`config.mk`:
```
export PLATFORM = sky130hd
export DESIGN_NAME = elig_trace
export DESIGN_NICKNAME = d
export VERILOG_FILES = /design/src/rtl/elig_pkg.sv /design/src/rtl/elig_decay_pre.sv /design/src/rtl/elig_sat_cnt.sv /design/src/rtl/elig_credit.sv /design/src/rtl/elig_trace.sv
export SDC_FILE = /design/constraint.sdc
export NUM_CORES = 1
export LEC_CHECK = 0
export ABC_CLOCK_PERIOD_IN_PS = 3600
export BUFFER_PORTS_ARGS = -buffer_cell sky130_fd_sc_hd__buf_2
export CAP_MARGIN = 5
export CORE_MARGIN = 8
export CORE_UTILIZATION = 25
export CTS_BUF_LIST = sky130_fd_sc_hd__clkbuf_2 sky130_fd_sc_hd__clkbuf_4 sky130_fd_sc_hd__clkbuf_8
export DETAILED_ROUTE_END_ITERATION = 7
export GPL_TIMING_DRIVEN = 0
export PLACE_DENSITY = 0.47
export SYNTH_ARGS = -nofsm -noshare
export SYNTH_HDL_FRONTEND = slang
export SYNTH_HIERARCHICAL = 1
export SYNTH_SLANG_ARGS = --single-unit
```
`constraint.sdc`:
```
create_clock -name clk_i -period 3.6 [get_ports clk_i]
set_clock_uncertainty 0.05 [all_clocks]
set_input_delay 0.36 -clock clk_i [delete_from_list [all_inputs] [get_ports clk_i]]
set_output_delay 0.36 -clock clk_i [all_outputs]
set_load 0.1 [all_outputs]
```
`src/rtl/elig_pkg.sv`:
```
package elig_pkg;
  localparam int unsigned TRACE_W = 8;
  localparam int unsigned DECAY_W = 4;
  localparam int unsigned DELTA_W = 8;
endpackage

```
`src/rtl/elig_decay_pre.sv`:
```
module elig_decay_pre #(
  parameter int unsigned DECAY_W = 4
) (
  input  logic               clk_i,
  input  logic               rst_ni,
  input  logic               en_i,
  input  logic               restart_i,
  input  logic [DECAY_W-1:0] rate_i,
  output logic               tick_o
);
  localparam int unsigned PRE_W = (1 << DECAY_W) - 1;

  logic [PRE_W-1:0] cnt_q;
  logic [PRE_W-1:0] lim;
  logic             at_lim;

  // period 2^rate: count 0 .. 2^rate-1
  assign lim    = (PRE_W'(1) << rate_i) - PRE_W'(1);
  assign at_lim = (cnt_q == lim);
  assign tick_o = en_i && (rate_i != '0) && at_lim && !restart_i;

  always_ff @(posedge clk_i or negedge rst_ni) begin
    if (!rst_ni)                                  cnt_q <= '0;
    else if (!en_i || restart_i || rate_i == '0)  cnt_q <= '0;
    else if (at_lim)                              cnt_q <= '0;
    else                                          cnt_q <= cnt_q + PRE_W'(1);
  end

  AST_PRE_BOUND: assert property (@(posedge clk_i) disable iff (!rst_ni)
    cnt_q <= lim || $changed(rate_i));
endmodule

```
`src/rtl/elig_sat_cnt.sv`:
```
module elig_sat_cnt #(
  parameter int unsigned W = 8
) (
  input  logic         clk_i,
  input  logic         rst_ni,
  input  logic         en_i,
  input  logic         inc_i,
  input  logic         dec_i,
  input  logic         clr_i,
  output logic [W-1:0] cnt_o
);
  localparam logic [W-1:0] MAX = '1;

  logic [W-1:0] cnt_q;
  assign cnt_o = cnt_q;

  always_ff @(posedge clk_i or negedge rst_ni) begin
    if (!rst_ni)               cnt_q <= '0;
    else if (!en_i || clr_i)   cnt_q <= '0;
    else if (inc_i) begin
      if (cnt_q != MAX)        cnt_q <= cnt_q + W'(1);
    end
    else if (dec_i && cnt_q != '0) cnt_q <= cnt_q - W'(1);
  end

  AST_OFF_CLEARS: assert property (@(posedge clk_i) disable iff (!rst_ni)
    !en_i |=> cnt_q == '0);
  AST_INC_ONE: assert property (@(posedge clk_i) disable iff (!rst_ni)
    en_i && !clr_i && inc_i && cnt_q != MAX |=> cnt_q == $past(cnt_q) + W'(1));
  AST_SAT_HOLD: assert property (@(posedge clk_i) disable iff (!rst_ni)
    en_i && !clr_i && inc_i && cnt_q == MAX |=> cnt_q == MAX);
  AST_FLOOR: assert property (@(posedge clk_i) disable iff (!rst_ni)
    en_i && !clr_i && !inc_i && cnt_q == '0 |=> cnt_q == '0);
  AST_INC_WINS: assert property (@(posedge clk_i) disable iff (!rst_ni)
    en_i && !clr_i && inc_i && dec_i |=> cnt_q >= $past(cnt_q));
endmodule

```
`src/rtl/elig_credit.sv`:
```
module elig_credit #(
  parameter int unsigned DELTA_W = 8
) (
  input  logic               clk_i,
  input  logic               rst_ni,
  input  logic               en_i,
  input  logic               reward_i,
  input  logic               trace_nz_i,
  input  logic               pair_i,
  input  logic [DELTA_W-1:0] delta_i,
  output logic               fire_o,
  output logic               release_o,
  output logic [DELTA_W-1:0] release_delta_o
);
  logic [DELTA_W-1:0] store_q;
  logic               rel_q;
  logic [DELTA_W-1:0] rel_delta_q;

  assign fire_o          = en_i && reward_i && trace_nz_i;
  assign release_o       = rel_q;
  assign release_delta_o = rel_delta_q;

  always_ff @(posedge clk_i or negedge rst_ni) begin
    if (!rst_ni) begin
      store_q     <= '0;
      rel_q       <= 1'b0;
      rel_delta_q <= '0;
    end else begin
      rel_q <= fire_o;
      if (fire_o)             rel_delta_q <= store_q;  // old value, before this cycle's pair
      if (en_i && pair_i)     store_q     <= delta_i;
    end
  end

  AST_REL_NEEDS_TRACE: assert property (@(posedge clk_i) disable iff (!rst_ni)
    release_o |-> $past(trace_nz_i) && $past(reward_i));
  AST_REL_PULSE: assert property (@(posedge clk_i) disable iff (!rst_ni)
    release_o |-> !trace_nz_i);
  AST_DELTA_HELD: assert property (@(posedge clk_i) disable iff (!rst_ni)
    !release_o |-> $stable(release_delta_o));
endmodule

```
`src/rtl/elig_trace.sv`:
```
module elig_trace
  import elig_pkg::*;
#(
  parameter int unsigned TW = TRACE_W,
  parameter int unsigned DW = DECAY_W,
  parameter int unsigned VW = DELTA_W
) (
  input  logic          clk_i,
  input  logic          rst_ni,
  input  logic          trace_en_i,
  input  logic          pair_i,
  input  logic [VW-1:0] delta_i,
  input  logic [DW-1:0] decay_i,
  input  logic          reward_i,
  output logic [TW-1:0] trace_o,
  output logic          elig_o,
  output logic          release_o,
  output logic [VW-1:0] release_delta_o
);
  logic          tick;
  logic          fire;
  logic [TW-1:0] trace;

  elig_decay_pre #(.DECAY_W(DW)) u_pre (
    .clk_i     (clk_i),
    .rst_ni    (rst_ni),
    .en_i      (trace_en_i),
    .restart_i (pair_i | fire),
    .rate_i    (decay_i),
    .tick_o    (tick)
  );

  elig_sat_cnt #(.W(TW)) u_cnt (
    .clk_i  (clk_i),
    .rst_ni (rst_ni),
    .en_i   (trace_en_i),
    .inc_i  (pair_i),
    .dec_i  (tick),
    .clr_i  (fire),
    .cnt_o  (trace)
  );

  elig_credit #(.DELTA_W(VW)) u_credit (
    .clk_i           (clk_i),
    .rst_ni          (rst_ni),
    .en_i            (trace_en_i),
    .reward_i        (reward_i),
    .trace_nz_i      (trace != '0),
    .pair_i          (pair_i),
    .delta_i         (delta_i),
    .fire_o          (fire),
    .release_o       (release_o),
    .release_delta_o (release_delta_o)
  );

  assign trace_o = trace;
  assign elig_o  = (trace != '0);

  AST_NO_REL_OFF: assert property (@(posedge clk_i) disable iff (!rst_ni)
    !trace_en_i |=> !release_o);
  AST_ELIG_FLAG: assert property (@(posedge clk_i) disable iff (!rst_ni)
    elig_o == (trace_o != '0));
endmodule

```
== Word level (Yosys, flattened, before mapping) ==
Index checks and enable logic that the tools add are counted.
Word-level totals
  word-level logic and storage cells: 37
  output and inout port bits: 18
  flip-flop bits (word level): 40
  input port bits: 17
Cells by class
  equality and inequality tests: 3
  shifts and indexed selects: 1
  $add $sub $neg: 4
  mux-type cells: 6
  reduce and logical (&&, ||, !) cells: 17
  bitwise gates (word level): 1
Operators by type and width (count)
  two-way mux 8 bit: 4
  two-way mux 15 bit: 2
  adder 15 x 1 -> 15 bit (second input constant): 1
  == test 15 bit: 1
  left shift 1 x 4 -> 15 bit (first input constant): 1
  subtractor 15 x 2 -> 15 bit (second input constant): 1
  adder 8 x 1 -> 8 bit (second input constant): 1
  inequality test 8 bit (second input constant): 1
  nonzero test 8 bit: 1
  subtractor 8 x 1 -> 8 bit (second input constant): 1
  logical AND 1 bit: 7
  logical NOT 4 bit: 1
  nonzero test 4 bit: 1
  logical OR 1 bit: 3
  inequality test 3 x 1 -> 1 bit (second input constant): 1
  nonzero test 3 bit: 1
  logical NOT 1 bit: 2
  AND reduction 2 bit: 1
  OR 1 bit: 1

== Logic depth before layout (Yosys ltp) ==
  depth in word-level cells: 9
  mapped depth: 17

== Cells and area by module ==
Netlist, hierarchy kept.
Modules (own cells, without submodules)
  elig_decay_pre: times used 1, sequential area each 375.4 µm², cells each 158, area an instance 1252.5 µm²
  elig_sat_cnt: times used 1, sequential area each 200.2 µm², cells each 76, area an instance 679.4 µm²
  elig_credit: times used 1, sequential area each 425.4 µm², cells each 36, area an instance 633.1 µm²
  elig_trace: times used 1, sequential area each 0.0 µm², cells each 4, area an instance 22.5 µm²

== Least setup slack after synthesis ==
No wires, ideal clock.
  path kind: register to register
  start point: register u_cnt.cnt_q[2], in the netlist u_cnt/cnt_o[2]
  end point: register u_cnt.cnt_q[7], in the netlist u_cnt/cnt_o[7]
  setup slack: -0.415 ns
  period minus slack after synthesis: 4.015 ns
  buffers on the path: 1
  data arrival time: 3.840 ns
  cell stages (with the launch flop): 13
  cell sequence: dfrtp_1 > nor4_1 > nand2_1 > nand3_4 > inv_1 > or2_2 > and3b_1 > clkbuf_1 > and2_1 > o211ai_4 > or3_2 > a21oi_2 > nor3b_2
On the way
  cells in the longest elaborated chain, start to end: 8
Ends and longest elaborated chain
  from (decl): line elig_sat_cnt.sv:14  | logic [W-1:0] cnt_q;
  from (signal assigned): line elig_sat_cnt.sv:21  | if (cnt_q != MAX) cnt_q <= cnt_q + W'(1);
  from (signal assigned): line elig_sat_cnt.sv:23  | else if (dec_i && cnt_q != '0) cnt_q <= cnt_q - W'(1);
  nonzero test 8 bit
  net elig_o: line elig_trace.sv:16  | output logic elig_o,
  logical AND 1 bit: line elig_credit.sv:19  | assign fire_o = en_i && reward_i && trace_nz_i;
  net fire: line elig_trace.sv:21  | logic fire;
  OR 1 bit: line elig_trace.sv:28  | .restart_i (pair_i | fire),
  logical NOT 1 bit: line elig_decay_pre.sv:20  | assign tick_o = en_i && (rate_i != '0) && at_lim && !restart_i;
  logical AND 1 bit: line elig_decay_pre.sv:20
  net tick: line elig_trace.sv:20  | logic tick;
  logical AND 1 bit: line elig_sat_cnt.sv:23
  nonzero test 3 bit (no source line)
  AND reduction 2 bit (no source line)
The timed path passes the listed nets, and every way through them passes these cells. The select of a mux whose other input is x is not followed.
A chain may end at the register's enable or synchronous reset.

== Final worst setup path ==
  start point: input port decay_i[3]
  end point: register u_cnt.cnt_q[7], in the netlist u_cnt/cnt_o[7]
On the way
  cells in the longest elaborated chain, start to end: 8
Ends and longest elaborated chain
  from (decl): line elig_trace.sv:13  | input logic [DW-1:0] decay_i,
  left shift 1 x 4 -> 15 bit: line elig_decay_pre.sv:18  | assign lim = (PRE_W'(1) << rate_i) - PRE_W'(1);
  subtractor 15 x 2 -> 15 bit: line elig_decay_pre.sv:18
  == test 15 bit: line elig_decay_pre.sv:19  | assign at_lim = (cnt_q == lim);
  logical AND 1 bit (*) (2 in a row): line elig_decay_pre.sv:20
  net tick: line elig_trace.sv:20
  logical AND 1 bit (*): line elig_sat_cnt.sv:23
  nonzero test 3 bit (no source line) (*)
  AND reduction 2 bit (no source line) (*)
The timed path passes the listed nets; every way through them passes the cells marked *.

==> reports/results.md <==
| Result | This run | Unit |
|---|---|---|
| Routed wire length on met2 | 2.48 | mm |
| Unrepaired setup endpoints after global routing | false | - |
| Largest delay share family, worst path | simple AND/OR/NAND/NOR gates | - |
| Worst-margin pin slew | 0.881 | ns |
| H-tree lvl count | 2 | - |
| Path type of the worst min-delay path | primary input to asynchronous set/reset pin | - |
| Number of fillers in the final layout | 1099 | - |
| Leakage | 1.29 | nW |
| Post-detailed-routing wire length | 5.90 | mm |
| Run status | complete, no violations | - |
| Number of global-route vias before repair | 2057 | - |
| Final setup margin | 0.165 | ns |
| Path type of the worst setup path | primary input to flip-flop | - |
| Share of synthesized area occupied by flip-flops and latches | 38.7 | % |
| Clock buffer depth | 2 | - |
| Launch point of the worst reg-to-reg path | u_cnt/cnt_o[3] | - |
| Worst reg2reg endpoint | u_cnt/cnt_o[7] | - |
| Startpoint kind of the worst setup timing path | primary input | - |
| Worst VDD drop | 0.501 | mV |
| Share of post-route cells with drive strength above 1 | 29.0 | % |
| Cells after Synth | 274 | - |
| Vias/cell | 4.63 | - |
| Worst setup slack for register-to-register paths | 0.58 | ns |
| Rows | 37 | - |
| Cells on worst reg2reg path | 12 | - |
| Synth warnings | 6 | - |
| Per-instance average area after synthesis | 9.44 | um^2 |
| Share of flip-flops with an asynchronous set or reset | 100 | % |
| DRC Markers | 0 | - |
| Number of antenna violations at the first check in global routing | 0 | - |
| # clock sinks | 40 | - |
| Achievable Freq | 291 | MHz |
| Buffers & Inverters on Critical Path | 4 | - |
| Arrival @ worst endpoint | 3.55 | ns |
| Critical path, cell by cell | buf_2, buf_6, or4_4, ha_1, buf_2, or3b_1, a21oi_1, or3_1, a32oi_2, and4_1, buf_6, and2_1, o211ai_4, or3_4, a21oi_2, nor3b_2 | - |
| Placement-stage worst setup slack | -0.278 | ns |
| Post-route standard cell area excluding fillers | 3060 | um^2 |
| Post-detailed-route count of antenna-violating nets | 0 | - |
| Count of pins over their slew limit | 0 | - |
| Crit end category | flip-flop | - |
| Slowest library cell on the worst path | or4_4 | - |
| Clock tree root buffer cell | clkbuf_8 | - |
| Final-report setup violation count | 0 | - |
| Pre-Repair DR Iteration Count | 4 | - |
| Final critical-path required period | 3.44 | ns |
| Overall die width | 118 | um |
| Commonest non-fill, non-tap cells in the layout | 39 x buf_2, 33 x nand2_1, 32 x dfrtp_1 | - |
| Area growth, synth to finish | 18.1 | % |
| Number of synthesized register bits | 40 | - |
| Fin crit share | 95.4 | % |
| Number of unique standard cell types used by synthesis | 60 | - |
| Highest routed layer | met4 | - |
| Rel. slew slack | 41.3 | % |
| Wire per inst | 13.1 | um |
| Nets | 339 | - |
| Clock latency reported for the late side of the worst-skew pair | 0.29 | ns |
| Maximum capacitance violations | 0 | - |
| DRC violation total after the first TritonRoute iteration | 72 | - |
| Routed wl met3 | 363 | um |
| Global-route wire length before repair | 10.4 | mm |
| Slowest Stage Delay on Critical Path | 0.58 | ns |
| Clock tree from TritonCTS | built | - |
| Count of endpoints failing hold in the final timing report | 0 | - |
| Total standard cell area after synthesis | 2590 | um^2 |
| Number of inserted diodes | 0 | - |
| Maximum fanout along the worst path | 10 | - |
| Initial Util | 25.4 | % |
| Placeable core region | 10200 | um^2 |
| Net Count, Synth | 300 | - |
| Final core utilization | 30.0 | % |
| HPWL Detailed | 4.50 | mm |
| Post-placement cell area | 2930 | um^2 |
| Clock transition at path regs | 0.08 | ns |
| CP required | 3.72 | ns |
| Global placer's final weighted congestion | 0.764 | - |
| Wl on met1 | 3.01 | mm |
| Number of synthesized flops with an enable pin | 0 | - |
| Maximum number of pins on one net before global-route repair | 41 | - |
| Power density relative to cell area | 559 | nW/um^2 |
| Gr usage total | 8.72 | % |
| Number of placed I/O pins | 35 | - |
| Detailed-route via count | 2085 | - |
| Leading cell type in the layout, fill and taps excluded | buf_2 | - |
| Overflow left after global routing | 0 | - |
| Floorplan die area | 13900 | um^2 |
| Filler-free cell count of the finished design | 450 | - |
| Number of buffers created by CTS | 5 | - |
| Total design power | 1.71 | mW |
| Post-synth top flop | dfrtp_1 | - |
| Number of instances in the placed design | 442 | - |
| Count of buffers from port buffering | 32 | - |
| Die H | 118 | um |
-- state kept, by name (all words and copies together), names as in the netlist --
signal	count
u_cnt/cnt_o	8
u_credit/release_delta_o	8
u_credit/release_o	1
u_credit/store_q	8
u_pre/cnt_q	15
-- kinds of logic (layout without fill, tap and decap cells) --
group           count (synthesis)  after routing  synth area share [%]
compound gates                 44             44                  11.9
xor+xnor                       24             24                  8.12
fa+ha+maj                      10             10                  5.03
buf+inv                        23             63                  4.69
flops                          40             40                  38.7
mux                            16             16                  6.96
simple gates                  117            117                  24.6
-- timing repair --
| action | CTS | global route |
|---|---|---|
| setup buffers | 0 | 0 |
| setup endpoints to repair | 0 | 1 |
| hold buffers | 0 | 0 |
| resized for setup | 0 | 2 |
-- worst max path at each step --
stage                    from             end  cells past startpoint  slack [ns]
5_1_grt            decay_i[3]  u_cnt/cnt_o[7]                     16       0.008
6_report           decay_i[3]  u_cnt/cnt_o[7]                     16        0.16
3_5_place_dp       decay_i[3]  u_cnt/cnt_o[7]                     16       -0.28
4_1_cts            decay_i[3]  u_cnt/cnt_o[7]                     16        0.02
3_3_place_gp       decay_i[3]  u_cnt/cnt_o[7]                     16       -0.28
2_1_floorplan  u_cnt/cnt_o[3]  u_cnt/cnt_o[7]                     12        0.09
-- synthesized netlist by cell type (2+ instances only) --
cell type / instances / share of area [%]
inv_1: 9 / 1.3
or4_4: 3 / 1.3
nand4_1: 4 / 0.97
nor2_1: 22 / 3.2
nor3b_1: 2 / 0.58
clkbuf_1: 4 / 0.58
nor2b_1: 5 / 1.2
dfrtp_1: 40 / 39
nand2_1: 34 / 4.9
xor2_1: 8 / 2.7
buf_2: 7 / 1.4
buf_6: 2 / 0.87
and2_1: 3 / 0.73
nor2_2: 2 / 0.48
nor3_1: 5 / 0.97
o21bai_1: 2 / 0.58
xnor2_1: 16 / 5.4
a211oi_1: 2 / 0.58
and4_1: 3 / 1.0
o21ai_0: 9 / 1.7
nand2b_1: 2 / 0.48
o2111ai_1: 2 / 0.68
a21oi_1: 11 / 2.1
nor4_1: 4 / 0.97
ha_1: 8 / 3.9
o22ai_1: 2 / 0.48
nand3_1: 14 / 2.7
o21a_1: 2 / 0.58
mux2_2: 16 / 7.0
-- routing by layer --
| metal | up-vias | global-route usage, % |
|---|---|---|
| met1 | 969 | 12.4 |
| met3 | 5 | 2.45 |
| met5 | - | 0 |
| met2 | 58 | 12.7 |
| li1 | 1053 | - |
| met4 | 0 | 1.92 |
-- final cells by class --
type                       count  area (um^2)  share of cell area, %
multi-input combinational    211         1480                   48.4
sequential                    40         1010                   33.1
tap                          136          170                   5.57
timing repair buffer          32          160                   5.24
buffer                        14         87.6                   2.87
clock buffer                   5         68.8                   2.25
clock inverter                 3         46.3                   1.51
inverter                       9         33.8                   1.11
-- power by group --
part,internal (mW),leakage [nW],switching [mW]
sequential,0.520,0.506,0.0508
clock,0.209,0.0548,0.163
combinational,0.170,0.733,0.597
-- through the flow --
| step | TNS [ns] | hold slack (ns) |
|---|---|---|
| 2_1_floorplan | 0 | 0.0144 |
| 3_3_place_gp | -0.278 | 0.431 |
| 3_5_place_dp | -0.281 | 0.440 |
| 4_1_cts | 0 | 0.171 |
| 5_1_grt | 0 | 0.202 |
| 6_report | 0 | 0.135 |
(Power assumes the default switching activity.)
